--- config.mk ---
export PLATFORM = sky130hd
export DESIGN_NAME = ewc_write_capture
export DESIGN_NICKNAME = d
export VERILOG_FILES = /design/src/rtl/ewc_pkg.sv /design/src/rtl/ewc_sync.sv /design/src/rtl/ewc_strobe_decode.sv /design/src/rtl/ewc_page_timer.sv /design/src/rtl/ewc_page_buf.sv /design/src/rtl/ewc_write_capture.sv
export SDC_FILE = /design/constraint.sdc
export NUM_CORES = 1
export LEC_CHECK = 0
export ABC_AREA = 1
export BUFFER_PORTS_ARGS = -buffer_cell sky130_fd_sc_hd__buf_2
export CAP_MARGIN = 20
export CORE_MARGIN = 1.5
export CORE_UTILIZATION = 30
export DETAILED_ROUTE_END_ITERATION = 16
export HOLD_SLACK_MARGIN = 0.08
export MAX_ROUTING_LAYER = met4
export PLACE_DENSITY_LB_ADDON = 0.1
export SLEW_MARGIN = 15
export SYNTH_ARGS = -nofsm -noshare
export SYNTH_HDL_FRONTEND = slang
export SYNTH_SLANG_ARGS = --single-unit
--- constraint.sdc ---
create_clock -name clk -period 5.3 [get_ports clk]
set_input_delay 0.265 -clock clk [delete_from_list [all_inputs] [get_ports clk]]
set_output_delay 0.265 -clock clk [all_outputs]
set_load 0.01 [all_outputs]
--- src/rtl/ewc_pkg.sv ---
package ewc_pkg;

  typedef enum logic [1:0] {
    TMR_IDLE,
    TMR_WINDOW,
    TMR_PROG
  } tmr_state_e;

  // Cycles of a clock of clk_khz in usec microseconds.
  function automatic int unsigned cycles_for(int unsigned clk_khz, int unsigned usec);
    longint unsigned prod;
    prod = (longint'(clk_khz) * longint'(usec)) / 1000;
    return prod[31:0];
  endfunction

  function automatic int unsigned max_u(int unsigned a, int unsigned b);
    return (a > b) ? a : b;
  endfunction

endpackage

--- src/rtl/ewc_sync.sv ---
module ewc_sync #(
  parameter int unsigned        WIDTH   = 1,
  parameter int unsigned        STAGES  = 2,
  parameter logic [WIDTH-1:0]   RST_VAL = '0
) (
  input  logic             clk,
  input  logic             rst,
  input  logic [WIDTH-1:0] d,
  output logic [WIDTH-1:0] q
);

  logic [WIDTH-1:0] stg [STAGES];

  always_ff @(posedge clk) begin
    if (rst) begin
      for (int i = 0; i < STAGES; i++) stg[i] <= RST_VAL;
    end else begin
      stg[0] <= d;
      for (int i = 1; i < STAGES; i++) stg[i] <= stg[i-1];
    end
  end

  assign q = stg[STAGES-1];

endmodule

--- src/rtl/ewc_strobe_decode.sv ---
module ewc_strobe_decode #(
  parameter int unsigned ADDR_W = 17,
  parameter int unsigned DATA_W = 16
) (
  input  logic              clk,
  input  logic              rst,
  input  logic              cs_s,
  input  logic              we_s,
  input  logic              oe_s,
  input  logic [ADDR_W-1:0] addr_s,
  input  logic [DATA_W-1:0] data_s,
  input  logic              busy,
  input  logic              full,
  output logic              we_fall,
  output logic              hold,
  output logic              push,
  output logic [ADDR_W-1:0] push_addr,
  output logic [DATA_W-1:0] push_data,
  output logic              reject
);

  logic              cs_p, we_p;
  logic              in_wr;
  logic [ADDR_W-1:0] addr_lat;
  logic              both_low, both_low_p;
  logic              wr_start, wr_end;

  // Both strobes low forms the write window; its rise is the later fall,
  // its fall is the earlier rise.
  always_comb begin
    both_low   = ~cs_s & ~we_s;
    both_low_p = ~cs_p & ~we_p;
    wr_start   = both_low & ~both_low_p & oe_s;
    wr_end     = ~both_low & both_low_p & in_wr;
    we_fall    = ~we_s & we_p;
  end

  assign hold      = in_wr | wr_start;
  assign push      = wr_end & ~full;
  assign push_addr = addr_lat;
  assign push_data = data_s;

  always_ff @(posedge clk) begin
    if (rst) begin
      cs_p     <= 1'b1;
      we_p     <= 1'b1;
      in_wr    <= 1'b0;
      addr_lat <= '0;
      reject   <= 1'b0;
    end else begin
      cs_p   <= cs_s;
      we_p   <= we_s;
      reject <= (wr_start & busy) | (wr_end & full);
      if (wr_start && !busy) begin
        in_wr    <= 1'b1;
        addr_lat <= addr_s;
      end else if (wr_end) begin
        in_wr <= 1'b0;
      end
    end
  end

endmodule

--- src/rtl/ewc_page_timer.sv ---
module ewc_page_timer
  import ewc_pkg::*;
#(
  parameter int unsigned PAGE_CYC = 37500,
  parameter int unsigned PROG_CYC = 1500000
) (
  input  logic clk,
  input  logic rst,
  input  logic we_fall,
  input  logic hold,
  input  logic buf_nonempty,
  output logic busy,
  output logic commit_go
);

  localparam int unsigned CNT_MAX = max_u(PAGE_CYC, PROG_CYC);
  localparam int unsigned CNT_W   = $clog2(CNT_MAX + 1);

  tmr_state_e       state;
  logic [CNT_W-1:0] cnt;

  always_ff @(posedge clk) begin
    if (rst) begin
      state     <= TMR_IDLE;
      cnt       <= '0;
      commit_go <= 1'b0;
    end else begin
      commit_go <= 1'b0;
      unique case (state)
        TMR_IDLE: begin
          if (we_fall) begin
            state <= TMR_WINDOW;
            cnt   <= CNT_W'(PAGE_CYC - 1);
          end
        end
        TMR_WINDOW: begin
          if (we_fall) begin
            cnt <= CNT_W'(PAGE_CYC - 1);
          end else if (cnt != '0) begin
            cnt <= cnt - 1'b1;
          end else if (!hold) begin
            if (buf_nonempty) begin
              state     <= TMR_PROG;
              cnt       <= CNT_W'(PROG_CYC - 1);
              commit_go <= 1'b1;
            end else begin
              state <= TMR_IDLE;
            end
          end
        end
        TMR_PROG: begin
          if (cnt == '0) state <= TMR_IDLE;
          else           cnt   <= cnt - 1'b1;
        end
        default: state <= TMR_IDLE;
      endcase
    end
  end

  assign busy = (state == TMR_PROG);

endmodule

--- src/rtl/ewc_page_buf.sv ---
module ewc_page_buf #(
  parameter int unsigned ADDR_W = 17,
  parameter int unsigned DATA_W = 16,
  parameter int unsigned DEPTH  = 8
) (
  input  logic              clk,
  input  logic              rst,
  input  logic              push,
  input  logic [ADDR_W-1:0] push_addr,
  input  logic [DATA_W-1:0] push_data,
  input  logic              commit_go,
  output logic              full,
  output logic              nonempty,
  output logic              cmt_valid,
  output logic [ADDR_W-1:0] cmt_addr,
  output logic [DATA_W-1:0] cmt_data,
  output logic              cmt_last
);

  localparam int unsigned ENTRY_W = ADDR_W + DATA_W;
  localparam int unsigned PTR_W   = (DEPTH > 1) ? $clog2(DEPTH) : 1;
  localparam int unsigned CNT_W   = $clog2(DEPTH + 1);

  logic [ENTRY_W-1:0] mem [DEPTH];
  logic [ENTRY_W-1:0] rd_word;
  logic [PTR_W-1:0]   wr_ptr, rd_ptr;
  logic [CNT_W-1:0]   count;
  logic               draining;
  logic               pop;

  assign full     = (count == CNT_W'(DEPTH));
  assign nonempty = (count != '0);
  assign pop      = (commit_go | draining) & nonempty;

  // Storage without reset, written and read on registered ports.
  always_ff @(posedge clk) begin
    if (push) mem[wr_ptr] <= {push_addr, push_data};
  end

  always_ff @(posedge clk) begin
    if (pop) rd_word <= mem[rd_ptr];
  end

  always_ff @(posedge clk) begin
    if (rst) begin
      wr_ptr    <= '0;
      rd_ptr    <= '0;
      count     <= '0;
      draining  <= 1'b0;
      cmt_valid <= 1'b0;
      cmt_last  <= 1'b0;
    end else begin
      cmt_valid <= pop;
      cmt_last  <= pop && (count == CNT_W'(1));
      draining  <= pop && (count != CNT_W'(1));
      if (push) wr_ptr <= (wr_ptr == PTR_W'(DEPTH - 1)) ? '0 : wr_ptr + 1'b1;
      if (pop)  rd_ptr <= (rd_ptr == PTR_W'(DEPTH - 1)) ? '0 : rd_ptr + 1'b1;
      case ({push, pop})
        2'b10:   count <= count + 1'b1;
        2'b01:   count <= count - 1'b1;
        default: count <= count;
      endcase
    end
  end

  assign cmt_addr = rd_word[ENTRY_W-1:DATA_W];
  assign cmt_data = rd_word[DATA_W-1:0];

endmodule

--- src/rtl/ewc_write_capture.sv ---
module ewc_write_capture #(
  parameter int unsigned ADDR_W      = 17,
  parameter int unsigned DATA_W      = 16,
  parameter int unsigned BUF_DEPTH   = 8,
  parameter int unsigned CLK_KHZ     = 250000,
  parameter int unsigned PAGE_US     = 150,
  parameter int unsigned PROG_US     = 6000,
  parameter int unsigned SYNC_STAGES = 2
) (
  input  logic              clk,
  input  logic              rst,
  input  logic              chip_sel_n,
  input  logic              wr_en_n,
  input  logic              out_en_n,
  input  logic [ADDR_W-1:0] addr_in,
  input  logic [DATA_W-1:0] data_in,
  output logic              busy,
  output logic              reject,
  output logic              cmt_valid,
  output logic [ADDR_W-1:0] cmt_addr,
  output logic [DATA_W-1:0] cmt_data,
  output logic              cmt_last
);

  localparam int unsigned PAGE_CYC = ewc_pkg::cycles_for(CLK_KHZ, PAGE_US);
  localparam int unsigned PROG_CYC = ewc_pkg::cycles_for(CLK_KHZ, PROG_US);
  localparam int unsigned BUS_W    = ADDR_W + DATA_W;

  logic [2:0]        strobe_s;
  logic [BUS_W-1:0]  bus_s;
  logic              we_fall, hold, push, full, nonempty, commit_go;
  logic [ADDR_W-1:0] push_addr;
  logic [DATA_W-1:0] push_data;

  // Strobes and buses go through the same depth so they stay aligned.
  ewc_sync #(.WIDTH(3), .STAGES(SYNC_STAGES), .RST_VAL(3'b111)) u_sync_strobe (
    .clk (clk),
    .rst (rst),
    .d   ({chip_sel_n, wr_en_n, out_en_n}),
    .q   (strobe_s)
  );

  ewc_sync #(.WIDTH(BUS_W), .STAGES(SYNC_STAGES), .RST_VAL('0)) u_sync_bus (
    .clk (clk),
    .rst (rst),
    .d   ({addr_in, data_in}),
    .q   (bus_s)
  );

  ewc_strobe_decode #(.ADDR_W(ADDR_W), .DATA_W(DATA_W)) u_decode (
    .clk       (clk),
    .rst       (rst),
    .cs_s      (strobe_s[2]),
    .we_s      (strobe_s[1]),
    .oe_s      (strobe_s[0]),
    .addr_s    (bus_s[BUS_W-1:DATA_W]),
    .data_s    (bus_s[DATA_W-1:0]),
    .busy      (busy),
    .full      (full),
    .we_fall   (we_fall),
    .hold      (hold),
    .push      (push),
    .push_addr (push_addr),
    .push_data (push_data),
    .reject    (reject)
  );

  ewc_page_timer #(.PAGE_CYC(PAGE_CYC), .PROG_CYC(PROG_CYC)) u_timer (
    .clk          (clk),
    .rst          (rst),
    .we_fall      (we_fall),
    .hold         (hold),
    .buf_nonempty (nonempty),
    .busy         (busy),
    .commit_go    (commit_go)
  );

  ewc_page_buf #(.ADDR_W(ADDR_W), .DATA_W(DATA_W), .DEPTH(BUF_DEPTH)) u_buf (
    .clk       (clk),
    .rst       (rst),
    .push      (push),
    .push_addr (push_addr),
    .push_data (push_data),
    .commit_go (commit_go),
    .full      (full),
    .nonempty  (nonempty),
    .cmt_valid (cmt_valid),
    .cmt_addr  (cmt_addr),
    .cmt_data  (cmt_data),
    .cmt_last  (cmt_last)
  );

endmodule

==> metrics <==
post-DR wirelength/cell 17.6 microns; Yosys reg bits 427; most frequent cells in the layout 417 x nor2_1, 297 x edfxtp_1, 154 x o21ai_0; Final min period 3.04 ns; worst clock skew 0.0114 ns; Synth Area per Inst 11.0 sq um; max-cap violations 0; RSZ-0062 raised after global routing false; Hold Path Origin rst; Die X 237 microns; CTS max path bufs 3; most area-consuming cells after synthesis edfxtp_1 54%, dfxtp_1 16%, nor2_1 9.7%, o21ai_0 4.7%, inv_1 2.5%; Post-DP HPWL 23.4 mm; WL final 41.0 mm; status completed; Synth Instances 1488; core footprint 53900 sq um; leakage power 7.19 nW; Initial Utilization 30.4%; CTS tree built; data arrival time of the critical path 3.50 ns; drt pass-1 iters 5; Worst-Skew Late Latency 0.58 ns; pwr dens 421 nW/um^2; Critical path origin u_buf.count[0]; CTS Buf Count 48; Mapped Nets 1540; initial detailed-routing violation count 786; Inst Count DP 2204; Max Freq 0.329 GHz; Final Setup Violations 0; vias per cell 4.61; port bufs 74; YS warnings 0; synthesis-to-finish area growth 19.0%; vias in the first global route 10.6k; worst r2r src u_buf.count[0]; n_diodes 0; die area 56000 sq um; overall global routing resource usage 15.2%; Slew headroom 28.3%; fill count 5294; R2R Path End u_buf.count[2]; number of remaining DRC errors 0; clock root cell clkbuf_16; fraction of layout cells with a size suffix above 1 13.3%; initial antenna violation count 0; Num Clock Sinks 427; part of the cycle the worst path needs 57.3%; CP required 5.76 ns; Max rail drop VDD 201 uV; cell accounting for the most synthesized area edfxtp_1; grt ovf 0; post-route antenna net violation count 0; depth of the worst register-to-register path 12; R2R Setup Slk 2.26 ns; hold crit path type in2reg; CTS resizes 0; post-synth top area share 54.5%; CP Launch Type flip-flop; Final Slew Violations 0; IO Pins 75; commonest non-fill, non-tap cell in the layout nor2_1; crit-path max FO 35; Seq/Total Area, Yosys 70.4%; # nets final 1646; CTS H-tree depth 2; critical path class reg2reg; Post-Syn Area 16400 sq um; Die Ht 237 microns; Clock Pin Slew Worst Setup and Hold Paths 0.06 ns; Synth cell types 42; Worst setup EP type flip-flop; total number of vias 10.7k; global-route wire length before repair 63.6 mm; RD Place Congestion 0.823; # rows 85; largest net degree at the start of global routing 82; Final Hold Vio Count 0; Worst-Margin Slew 1.07 ns; CP endpoint u_buf.count[2]; fin cells 2329; Final TNS setup 0 ns; final setup margin 2.26 ns; pre-CTS WS 2.22 ns
-- worst min path at each step --
stage,slack [ns],endpoint,cells past startpoint
4_1_cts,0.13,u_timer.cnt[16],2
3_5_place_dp,0.39,u_sync_bus.stg[0][55],2
6_report,0.14,u_timer.cnt[16],2
5_1_grt,0.15,u_timer.cnt[16],2
2_1_floorplan,0.37,u_sync_strobe.stg[0][0],1
3_3_place_gp,0.39,u_sync_bus.stg[0][41],2
-- critical path, stage by stage (launching register included) --
cell	delay [ns]
dfxtp_1	0.33
inv_1	0.14
ha_1	0.17
inv_1	0.06
nor3_1	0.22
inv_1	0.09
o21ai_1	0.34
inv_2	0.57
ha_1	0.55
a21oi_1	0.12
o21ai_0	0.11
o21ai_0	0.16
a21oi_1	0.05
-- cells by family after synthesis --
kind of cell | synth area share [%]
simple gates | 14.7
fa+ha+maj | 1.07
buf+inv | 4.39
flops | 70.4
compound gates | 9.07
xor+xnor | 0.428
-- sequential cells by signal, summed over array words and instances, names as in the netlist, 2 cells and up --
signal / count
u_buf.mem: 264
u_sync_bus.stg: 66
u_buf.rd_word: 33
u_timer.cnt: 21
u_decode.push_addr: 17
u_sync_strobe.stg: 6
u_buf.count: 4
u_buf.rd_ptr: 3
u_buf.wr_ptr: 3
u_timer.state: 2
-- power breakdown --
part	total (W)	internal [W]	switching (W)	leakage, nW
clock	0.00334	0.00199	0.00135	0.778
sequential	0.00371	0.00362	0.0000929	3.71
combinational	0.00115	0.000378	0.000776	2.71
total	0.00821	0.00599	0.00222	7.19
-- metal layers --
layer / wire, microns / vias to the layer above / share of wire, % / global-route usage [%]
li1: - / 5270 / - / -
met1: 19300 / 5207 / 47 / 20.1
met2: 18900 / 185 / 46 / 23.5
met3: 1560 / 72 / 3.8 / 2.63
met4: 1180 / 0 / 2.9 / 5.13
met5: 0 / - / 0 / -
-- cell type report --
type	count	area [sq um]	area share [%]
sequential	427	11500	59.2
multi-input combinational	877	4190	21.5
clock buffer	77	1460	7.51
tap	696	871	4.47
timing repair buffer	125	866	4.44
inverter	115	435	2.23
clock inverter	12	130	0.668
-- per-stage QoR --
stage,instance area [sq um],total power (W),utilization (%),hold slack (ns)
detailed placement,17500,0.00492,32.5,0.392
global placement,17500,0.00491,32.5,0.390
floorplan,16400,0.00465,-,0.369
global route,19500,0.00862,36.1,0.153
finish,19500,0.00821,36.1,0.135
CTS,19500,0.00834,36.1,0.126
-- synth_stat cells (all sizes together) --
library cell / number
nor2: 440
edfxtp: 297
o21ai: 172
dfxtp: 130
inv: 113
nand2: 94
clkbuf: 61
a31oi: 34
o22ai: 33
nand3: 26
a21oi: 24
ha: 14
buf: 8
nor3: 8
or2: 8
xor2: 5
a22oi: 3
nand3b: 3
nand4: 3
xnor2: 3
clkinv: 2
o21bai: 2
a211oi: 1
nor3b: 1
nor4: 1
o211a: 1
o21a: 1
-- what timing repair did --
item,4_1_cts,5_1_grt
setup buffers,0,0
hold buffers,36,0
endpoints found under the hold margin,36,0
Note: power is estimated with default switching activity, not from simulation.
